File: src/rtl/sfRegPkg.sv
package sfRegPkg;
  localparam int RegW = 8;
  // status bits software may write: 7 and 4:2
  localparam logic [RegW-1:0] Sr1WrMask   = 8'h9C;
  // block-protect field, locked by freeze
  localparam logic [RegW-1:0] Sr1BpMask   = 8'h1C;
  // configuration bits stored non-volatile: 7..1
  localparam logic [RegW-1:0] Cr1NvMask   = 8'hFE;
  // non-volatile configuration bits locked by freeze: 5, 3, 2
  localparam logic [RegW-1:0] Cr1LockMask = 8'h2C;
  // configuration bits with their own volatile copy: 7, 6, 4, 1
  localparam logic [RegW-1:0] Cr1VolMask  = 8'hD2;

  typedef struct packed {
    logic setWel;
    logic clrWel;
    logic setWip;
    logic clrWip;
    logic setPErr;
    logic setEErr;
    logic clrErr;
    logic wrReg;
    logic otpGo;
  } regStrobes_t;

  typedef enum logic [1:0] {StIdle, StProg, StErase, StFault} ctrlState_e;
endpackage

File: src/rtl/sfRegCtrlFsm.sv
module sfRegCtrlFsm
  import sfRegPkg::*;
(
  input  logic        clk,
  input  logic        rstN,
  input  logic        cmdWren,
  input  logic        cmdWrr,
  input  logic        cmdClsr,
  input  logic        cmdProg,
  input  logic        cmdErase,
  input  logic        opDone,
  input  logic        opFail,
  input  logic        opProtected,
  input  logic        cmdOtpWr,
  input  logic        welIn,
  input  logic        freezeIn,
  output regStrobes_t strobes,
  output logic        busy
);
  ctrlState_e state, nextState;
  logic opBad;

  assign opBad = opFail | opProtected;

  always_comb begin
    strobes   = '0;
    nextState = state;
    unique case (state)
      StIdle: begin
        if (cmdWrr && welIn) begin
          strobes.wrReg  = 1'b1;
          strobes.clrWel = 1'b1;
        end else if (cmdProg && welIn) begin
          strobes.setWip = 1'b1;
          strobes.clrWel = 1'b1;
          nextState      = StProg;
        end else if (cmdErase && welIn) begin
          strobes.setWip = 1'b1;
          strobes.clrWel = 1'b1;
          nextState      = StErase;
        end else if (cmdOtpWr && welIn && !freezeIn) begin
          strobes.otpGo  = 1'b1;
          strobes.clrWel = 1'b1;
        end else if (cmdWren) begin
          strobes.setWel = 1'b1;
        end
      end
      StProg, StErase: begin
        if (opDone) begin
          if (opBad) begin
            strobes.setPErr = (state == StProg);
            strobes.setEErr = (state == StErase);
            nextState       = StFault;
          end else begin
            strobes.clrWip = 1'b1;
            nextState      = StIdle;
          end
        end
      end
      StFault: begin
        if (cmdClsr) begin
          strobes.clrErr = 1'b1;
          strobes.clrWip = 1'b1;
          strobes.clrWel = 1'b1;
          nextState      = StIdle;
        end
      end
      default: nextState = StIdle;
    endcase
  end

  always_ff @(posedge clk) begin
    if (!rstN) state <= StIdle;
    else       state <= nextState;
  end

  assign busy = (state != StIdle);
endmodule

File: src/rtl/sfRegDatapath.sv
module sfRegDatapath
  import sfRegPkg::*;
#(
  parameter logic [RegW-1:0] Sr1NvInit = '0,
  parameter logic [RegW-1:0] Cr1NvInit = '0
) (
  input  logic            clk,
  input  logic            rstN,
  input  regStrobes_t     strobes,
  input  logic            wrrTwoBytes,
  input  logic            wrrVolatile,
  input  logic [RegW-1:0] wrrByte0,
  input  logic [RegW-1:0] wrrByte1,
  output logic            welOut,
  output logic            freezeOut,
  output logic [RegW-1:0] sr1V,
  output logic [RegW-1:0] sr1Nv,
  output logic [RegW-1:0] cr1V,
  output logic [RegW-1:0] cr1Nv,
  output logic            otpWrGo
);
  logic [RegW-1:0] srNvReg, srVolReg, crNvReg, crVolReg;
  logic [RegW-1:0] srMask, crNvWrMask;
  logic wel, wip, pErr, eErr, freeze;

  assign srMask     = freeze ? (Sr1WrMask & ~Sr1BpMask) : Sr1WrMask;
  assign crNvWrMask = freeze ? (Cr1NvMask & ~Cr1LockMask) : Cr1NvMask;

  always_ff @(posedge clk) begin
    if (!rstN) begin
      srNvReg  <= Sr1NvInit & Sr1WrMask;
      srVolReg <= Sr1NvInit & Sr1WrMask;
      crNvReg  <= Cr1NvInit & Cr1NvMask;
      crVolReg <= Cr1NvInit & Cr1VolMask;
      freeze   <= 1'b0;
    end else if (strobes.wrReg) begin
      srVolReg <= (srVolReg & ~srMask) | (wrrByte0 & srMask);
      if (!wrrVolatile) srNvReg <= (srNvReg & ~srMask) | (wrrByte0 & srMask);
      if (wrrTwoBytes) begin
        crVolReg <= (crVolReg & ~Cr1VolMask) | (wrrByte1 & Cr1VolMask);
        freeze   <= freeze | wrrByte1[0];
        if (!wrrVolatile) crNvReg <= (crNvReg & ~crNvWrMask) | (wrrByte1 & crNvWrMask);
      end
    end
  end

  always_ff @(posedge clk) begin
    if (!rstN) begin
      wel     <= 1'b0;
      wip     <= 1'b0;
      pErr    <= 1'b0;
      eErr    <= 1'b0;
      otpWrGo <= 1'b0;
    end else begin
      if (strobes.setWel)      wel <= 1'b1;
      else if (strobes.clrWel) wel <= 1'b0;
      if (strobes.setWip)      wip <= 1'b1;
      else if (strobes.clrWip) wip <= 1'b0;
      if (strobes.setPErr)     pErr <= 1'b1;
      else if (strobes.clrErr) pErr <= 1'b0;
      if (strobes.setEErr)     eErr <= 1'b1;
      else if (strobes.clrErr) eErr <= 1'b0;
      otpWrGo <= strobes.otpGo;
    end
  end

  assign welOut    = wel;
  assign freezeOut = freeze;
  assign sr1Nv     = srNvReg & Sr1WrMask;
  assign sr1V      = (srVolReg & Sr1WrMask) | {1'b0, pErr, eErr, 3'b000, wel, wip};
  assign cr1Nv     = crNvReg & Cr1NvMask;
  assign cr1V      = (crVolReg & Cr1VolMask) | (crNvReg & Cr1LockMask) | {{(RegW-1){1'b0}}, freeze};
endmodule

File: src/rtl/sfRegCtrl.sv
module sfRegCtrl
  import sfRegPkg::*;
#(
  parameter logic [7:0] Sr1NvInit = 8'h00,
  parameter logic [7:0] Cr1NvInit = 8'h00
) (
  input  logic       clk,
  input  logic       rstN,
  input  logic       cmdWren,
  input  logic       cmdWrr,
  input  logic       wrrTwoBytes,
  input  logic       wrrVolatile,
  input  logic [7:0] wrrByte0,
  input  logic [7:0] wrrByte1,
  input  logic       cmdClsr,
  input  logic       cmdProg,
  input  logic       cmdErase,
  input  logic       opDone,
  input  logic       opFail,
  input  logic       opProtected,
  input  logic       cmdOtpWr,
  output logic [7:0] sr1V,
  output logic [7:0] sr1Nv,
  output logic [7:0] cr1V,
  output logic [7:0] cr1Nv,
  output logic       busy,
  output logic       otpWrGo
);
  regStrobes_t strobes;
  logic wel, freeze;

  sfRegCtrlFsm i_ctrl (
    .clk(clk), .rstN(rstN), .cmdWren(cmdWren), .cmdWrr(cmdWrr), .cmdClsr(cmdClsr),
    .cmdProg(cmdProg), .cmdErase(cmdErase), .opDone(opDone), .opFail(opFail),
    .opProtected(opProtected), .cmdOtpWr(cmdOtpWr), .welIn(wel), .freezeIn(freeze),
    .strobes(strobes), .busy(busy)
  );

  sfRegDatapath #(.Sr1NvInit(Sr1NvInit), .Cr1NvInit(Cr1NvInit)) i_data (
    .clk(clk), .rstN(rstN), .strobes(strobes), .wrrTwoBytes(wrrTwoBytes),
    .wrrVolatile(wrrVolatile), .wrrByte0(wrrByte0), .wrrByte1(wrrByte1),
    .welOut(wel), .freezeOut(freeze), .sr1V(sr1V), .sr1Nv(sr1Nv), .cr1V(cr1V),
    .cr1Nv(cr1Nv), .otpWrGo(otpWrGo)
  );
endmodule

File: config.mk
export PLATFORM = sky130hd
export DESIGN_NAME = sfRegCtrl
export DESIGN_NICKNAME = d
export VERILOG_FILES = /design/src/rtl/sfRegPkg.sv /design/src/rtl/sfRegCtrlFsm.sv /design/src/rtl/sfRegDatapath.sv /design/src/rtl/sfRegCtrl.sv
export SDC_FILE = /design/constraint.sdc
export NUM_CORES = 1
export LEC_CHECK = 0
export ABC_AREA = 1
export BUFFER_PORTS_ARGS = -buffer_cell sky130_fd_sc_hd__buf_2
export CAP_MARGIN = 20
export CORE_MARGIN = 8
export CORE_UTILIZATION = 47
export CTS_BUF_LIST = sky130_fd_sc_hd__clkbuf_4
export DETAILED_ROUTE_END_ITERATION = 8
export PLACE_DENSITY = 0.82
export SLEW_MARGIN = 20
export SYNTH_ARGS = -nofsm -noshare
export SYNTH_HDL_FRONTEND = slang
export SYNTH_SLANG_ARGS = --single-unit
File: constraint.sdc
create_clock -name clk -period 1.65 [get_ports clk]
set_input_delay 0.0825 -clock clk [delete_from_list [all_inputs] [get_ports clk]]
set_output_delay 0.0825 -clock clk [all_outputs]
set_load 0.01 [all_outputs]
* Word level (Yosys, flattened, before mapping)
Index checks and enable logic that the tools add are counted.
** Operators by class
- Reduce and logical (&&, ||, !) cells :: 18
- Equal/unequal tests :: 7
- Muxes and demuxes :: 42
- Bitwise logic cells :: 19
** Operators with widths (number)
- 8-bit AND :: 5
- 1-bit 2-to-1 mux :: 26
- 8-bit OR :: 3
- 2-bit 2-to-1 mux :: 10
- 8-bit inverter :: 2
- 2-bit nonzero test :: 5
- 6-bit by 8-bit OR with 8-bit output :: 1
- 8-bit by 1-bit OR with 8-bit output :: 1
- 8-bit by 6-bit OR with 8-bit output :: 1
- 8-bit by 7-bit OR with 8-bit output :: 1
- 6-bit 2-to-1 mux :: 1
- 2-bit != test, second input constant :: 3
- 2-bit one-hot mux with 3 select lines :: 1
- 1-bit logical AND :: 5
- 5-bit 2-to-1 mux :: 1
- 5-bit OR reduction :: 1
- 2-bit equality test, second input constant :: 2
- 1-bit one-hot mux with 2 select lines :: 2
- 2-bit AND reduction :: 2
- 4-bit AND reduction :: 1
- 3-bit 2-to-1 mux :: 1
- 3-bit by 1-bit != test with 1-bit output, second input constant :: 1
- 1-bit inverter :: 3
- 3-bit AND reduction :: 1
- 5 further kinds :: 6
** Word-level totals
- Bits in registers :: 40
- Output and inout port bits :: 34
- Word-level logic and storage cells :: 97

* Longest topological paths before layout
- Depth in word-level cells :: 9
- Mapped depth :: 9
- Mapped depth without buffers :: 9

* By module
A second synthesis with hierarchy kept.
** Unflattened totals
- Cell total of the unflattened synthesis :: 191
- Area total of the unflattened synthesis :: 1355.0 µm²
** Modules (own cells, without submodules)
- sfRegDatapath :: cells an instance 131, area each 1028.5 µm², times used 1
- sfRegCtrlFsm :: cells an instance 60, area each 326.6 µm², times used 1

* Least setup slack after synthesis
Ideal clock, no wire load.
- Kind :: register to register
- From :: reg i_ctrl.state[0]
- To :: reg with a tool-made name
- Clock period less this slack :: 1.438 ns
- Setup time :: 0.116 ns
- Cell stages (with the launch flop) :: 10
- Slack :: 0.212 ns
- Buffers on the path :: 0
- Arrival :: 1.322 ns
- Path through :: dfxtp_1 inv_1 ha_1 nand3_2 inv_2 nand2_4 nor2_1 inv_1 nor2_1 nor2_1
** RTL lines
- start, declared :: RTL line sfRegCtrlFsm.sv:20 : ctrlState_e state, nextState;
- start signal, assigned :: RTL line sfRegCtrlFsm.sv:73 : if (!rstN) state <= StIdle;
- start signal, assigned :: RTL line sfRegCtrlFsm.sv:74 : else state <= nextState;

* Final worst setup path
- From :: reg i_ctrl.state[0]
- To :: reg i_ctrl.state[1]
** Between the ends
- Cells in the longest elaborated chain, start to end :: 4
** RTL lines
- 2-bit equality test or 2-bit by 1-bit equality test with 1-bit output (tied branches) :: RTL line sfRegCtrlFsm.sv:28 : unique case (state)
- 2-bit OR reduction :: RTL line sfRegCtrlFsm.sv:28
- 2-bit != test (no line)
- 4-bit AND reduction (no line)
Several ways; a longest one is shown, not always the timed one.
A chain may end at the register's enable or synchronous reset.

==> qor.yml <==
grt_max_degree: 16
vias: 1234
critPathMaxFanout: 4
whs_path_depth: 3
clockRootBuffer: "clkbuf_4"
fp.dieArea_sq_um: 4610
grt_pass1_wl_microns: 4600
vias_per_cell: 4.76
cts_buffer_depth: 2
status: "completed"
ff2ff_path_depth: 8
grt_pass1_vias: 1099
seq_area_frac_synth: 0.426
fin_crit_sh: 0.945
critical_path_required_ns: 1.87
final.setup.tns_ns: 0
period_needed_ns: 1.56
layout.cells.non_filler: 259
critPathKind: "reg2reg"
num_rows: 19
portBuffers: 53
skew_ns: 0.00585
syn_area_sq_um: 1270
crit_path_start: "i_ctrl.state[0]"
core_area_sq_um: 2660
powerDensity_nw_per_um2: 1130
clk_latency_ns: 0.31
final_common_cell: "buf_2"
crit_path_top_delay_cell: "dfxtp_1"
drive_gt1_frac: 0.311
grt_overflow_total: 0
wl_microns: 3150
worstReg2RegStart: "i_ctrl.state[0]"
irDropWorstVdd_mv: 0.780
fin_hold_ws_ns: 0.00912
rr_endpoint: "i_ctrl.state[1]"
fillCellCount: 266
leakagePower_uw: 0.000848
maxCapViolations: 0
start_util: 0.476
antenna_left: 0
reg2reg_setup_slack_ns: 0.09
place_area_sq_um: 1500
yosys_warnings: 0
synth_cell_types: 22
multi_input_area_sq_um: 567
die_x_microns: 67.9
crit_arrival_ns: 1.78
hold_viol_final: 0
placedCellCount: 247
die_h_microns: 67.9
crit_path_end_kind: "flip-flop"
slew_violations: 0
startpoint_type: "flip-flop"
cts_max_level: 1
synthCells: 171
netlist.top_cell.by_area: "dfxtp_1"
finalSetupViolations: 0
dpl.hpwl_microns: 2370
slowest_delay_ns: 0.38
p_total_uw: 1810
cts_tree: "built"
max_clock_freq_ghz: 0.642
dr.pass1.iters: 4
fin_area_sq_um: 1600
final_cell_mix: "buf_2, nand2_1, dfxtp_1, a21oi_1, inv_1"
clk_pin_slew_ns: 0.14
antenna_cells: 0
path_cells: "inv_1 > ha_1 > inv_1 > or2_2 > nand4_1 > nand2_1 > nand2_1 > nor2_1"
min-delay-start: "wrrByte0[4]"
synthTopCellsByArea: "dfxtp_1, nand2_1, a21oi_1"
syn_area_per_cell_sq_um: 7.41
hold_class: "in2reg"
num_io_pins: 63
remaining_drc_errors: 0
cts_sinks: 27
routedWlPerCell_microns: 12.2
area_growth_syn_to_layout_pct: 26.1
drtIter0Drc: 37
numCtsBuffers: 3
antenna_found_initial: 0
rsz0062_at_grt: "false"
track_usage: 0.125
ff_latch_area_sq_um: 541
final_nets: 262
ys_ff_latch: 27
gp_congestion: 0.847
synth_top_area_share: 0.426
worst max-delay path by stage:
stage          slack (ns)               to  cells after the start
3_5_place_dp         0.12        flip-flop                      9
2_1_floorplan        0.21        flip-flop                      9
3_3_place_gp         0.14  i_ctrl.state[0]                      8
4_1_cts               0.1  i_ctrl.state[1]                      8
5_1_grt            0.0003  i_ctrl.state[1]                      8
6_report             0.09  i_ctrl.state[1]                      8
synthesized netlist by cell type:
| cell | number |
|---|---|
| buf_4 | 13 |
| clkbuf_2 | 1 |
| or2_2 | 3 |
| nand3_2 | 1 |
| inv_1 | 16 |
| nor3_1 | 1 |
| clkbuf_1 | 1 |
| buf_6 | 1 |
| nor2_4 | 1 |
| o21ai_0 | 13 |
| a21oi_1 | 21 |
| nand3_1 | 9 |
| conb_1 | 1 |
| nand2_1 | 40 |
| ha_1 | 4 |
| dfxtp_1 | 27 |
| nor2_1 | 13 |
| a32oi_1 | 1 |
| nand4_1 | 1 |
| inv_2 | 1 |
| nand2_4 | 1 |
| and3_1 | 1 |
power by group:
group,total (uW),internal (uW),leakage (uW),switching (uW)
Combinational,753,304,0.000611,450
Sequential,781,734,0.000219,47.6
Clock,272,90.5,0.0000177,181
worst max-delay path, delay by kind of cell (launching register included):
family | cells | cell delay [ns]
fa+ha+maj | 1 | 0.32
buf+inv | 2 | 0.15
simple gates | 5 | 0.62
flops | 1 | 0.38
cells by family after synthesis:
logic type | synth area share
AOI/OAI and AO/OA | 0.141
adders and majority gates | 0.0395
buffers and inverters | 0.143
DFF | 0.426
other | 0.00296
and+or+nand+nor | 0.247
cell type report:
| type | instances | area share |
|---|---|---|
| Multi-Input combinational cell | 116 | 0.355 |
| Sequential cell | 27 | 0.338 |
| Clock inverter | 1 | 0.00313 |
| Inverter | 17 | 0.0399 |
| Timing Repair Buffer | 64 | 0.226 |
| Tap cell | 31 | 0.0243 |
| Clock buffer | 3 | 0.0141 |
per-layer routing:
layer / vias to the layer above / wire [microns] / GRT usage
met5: - / 0 / 0
met4: 0 / 7 / 0.0307
met3: 2 / 276 / 0.0376
met2: 45 / 1590 / 0.227
met1: 542 / 1270 / 0.138
li1: 645 / - / -
timing repair:
action                                 in CTS  in global routing
resized for setup                           0                  0
hold buffers                                2                  3
setup buffers                               0                  2
endpoints found under the hold margin       3                  4
setup endpoints to repair                   0                  3
stage by stage:
step | utilization | setup slack [ns]
4_1_cts | 0.581 | 0.0993
6_report | 0.600 | 0.0915
3_5_place_dp | 0.563 | 0.120
3_3_place_gp | 0.563 | 0.137
2_1_floorplan | - | 0.212
5_1_grt | 0.600 | 0.000345
Power figures use the tool's default switching activity.
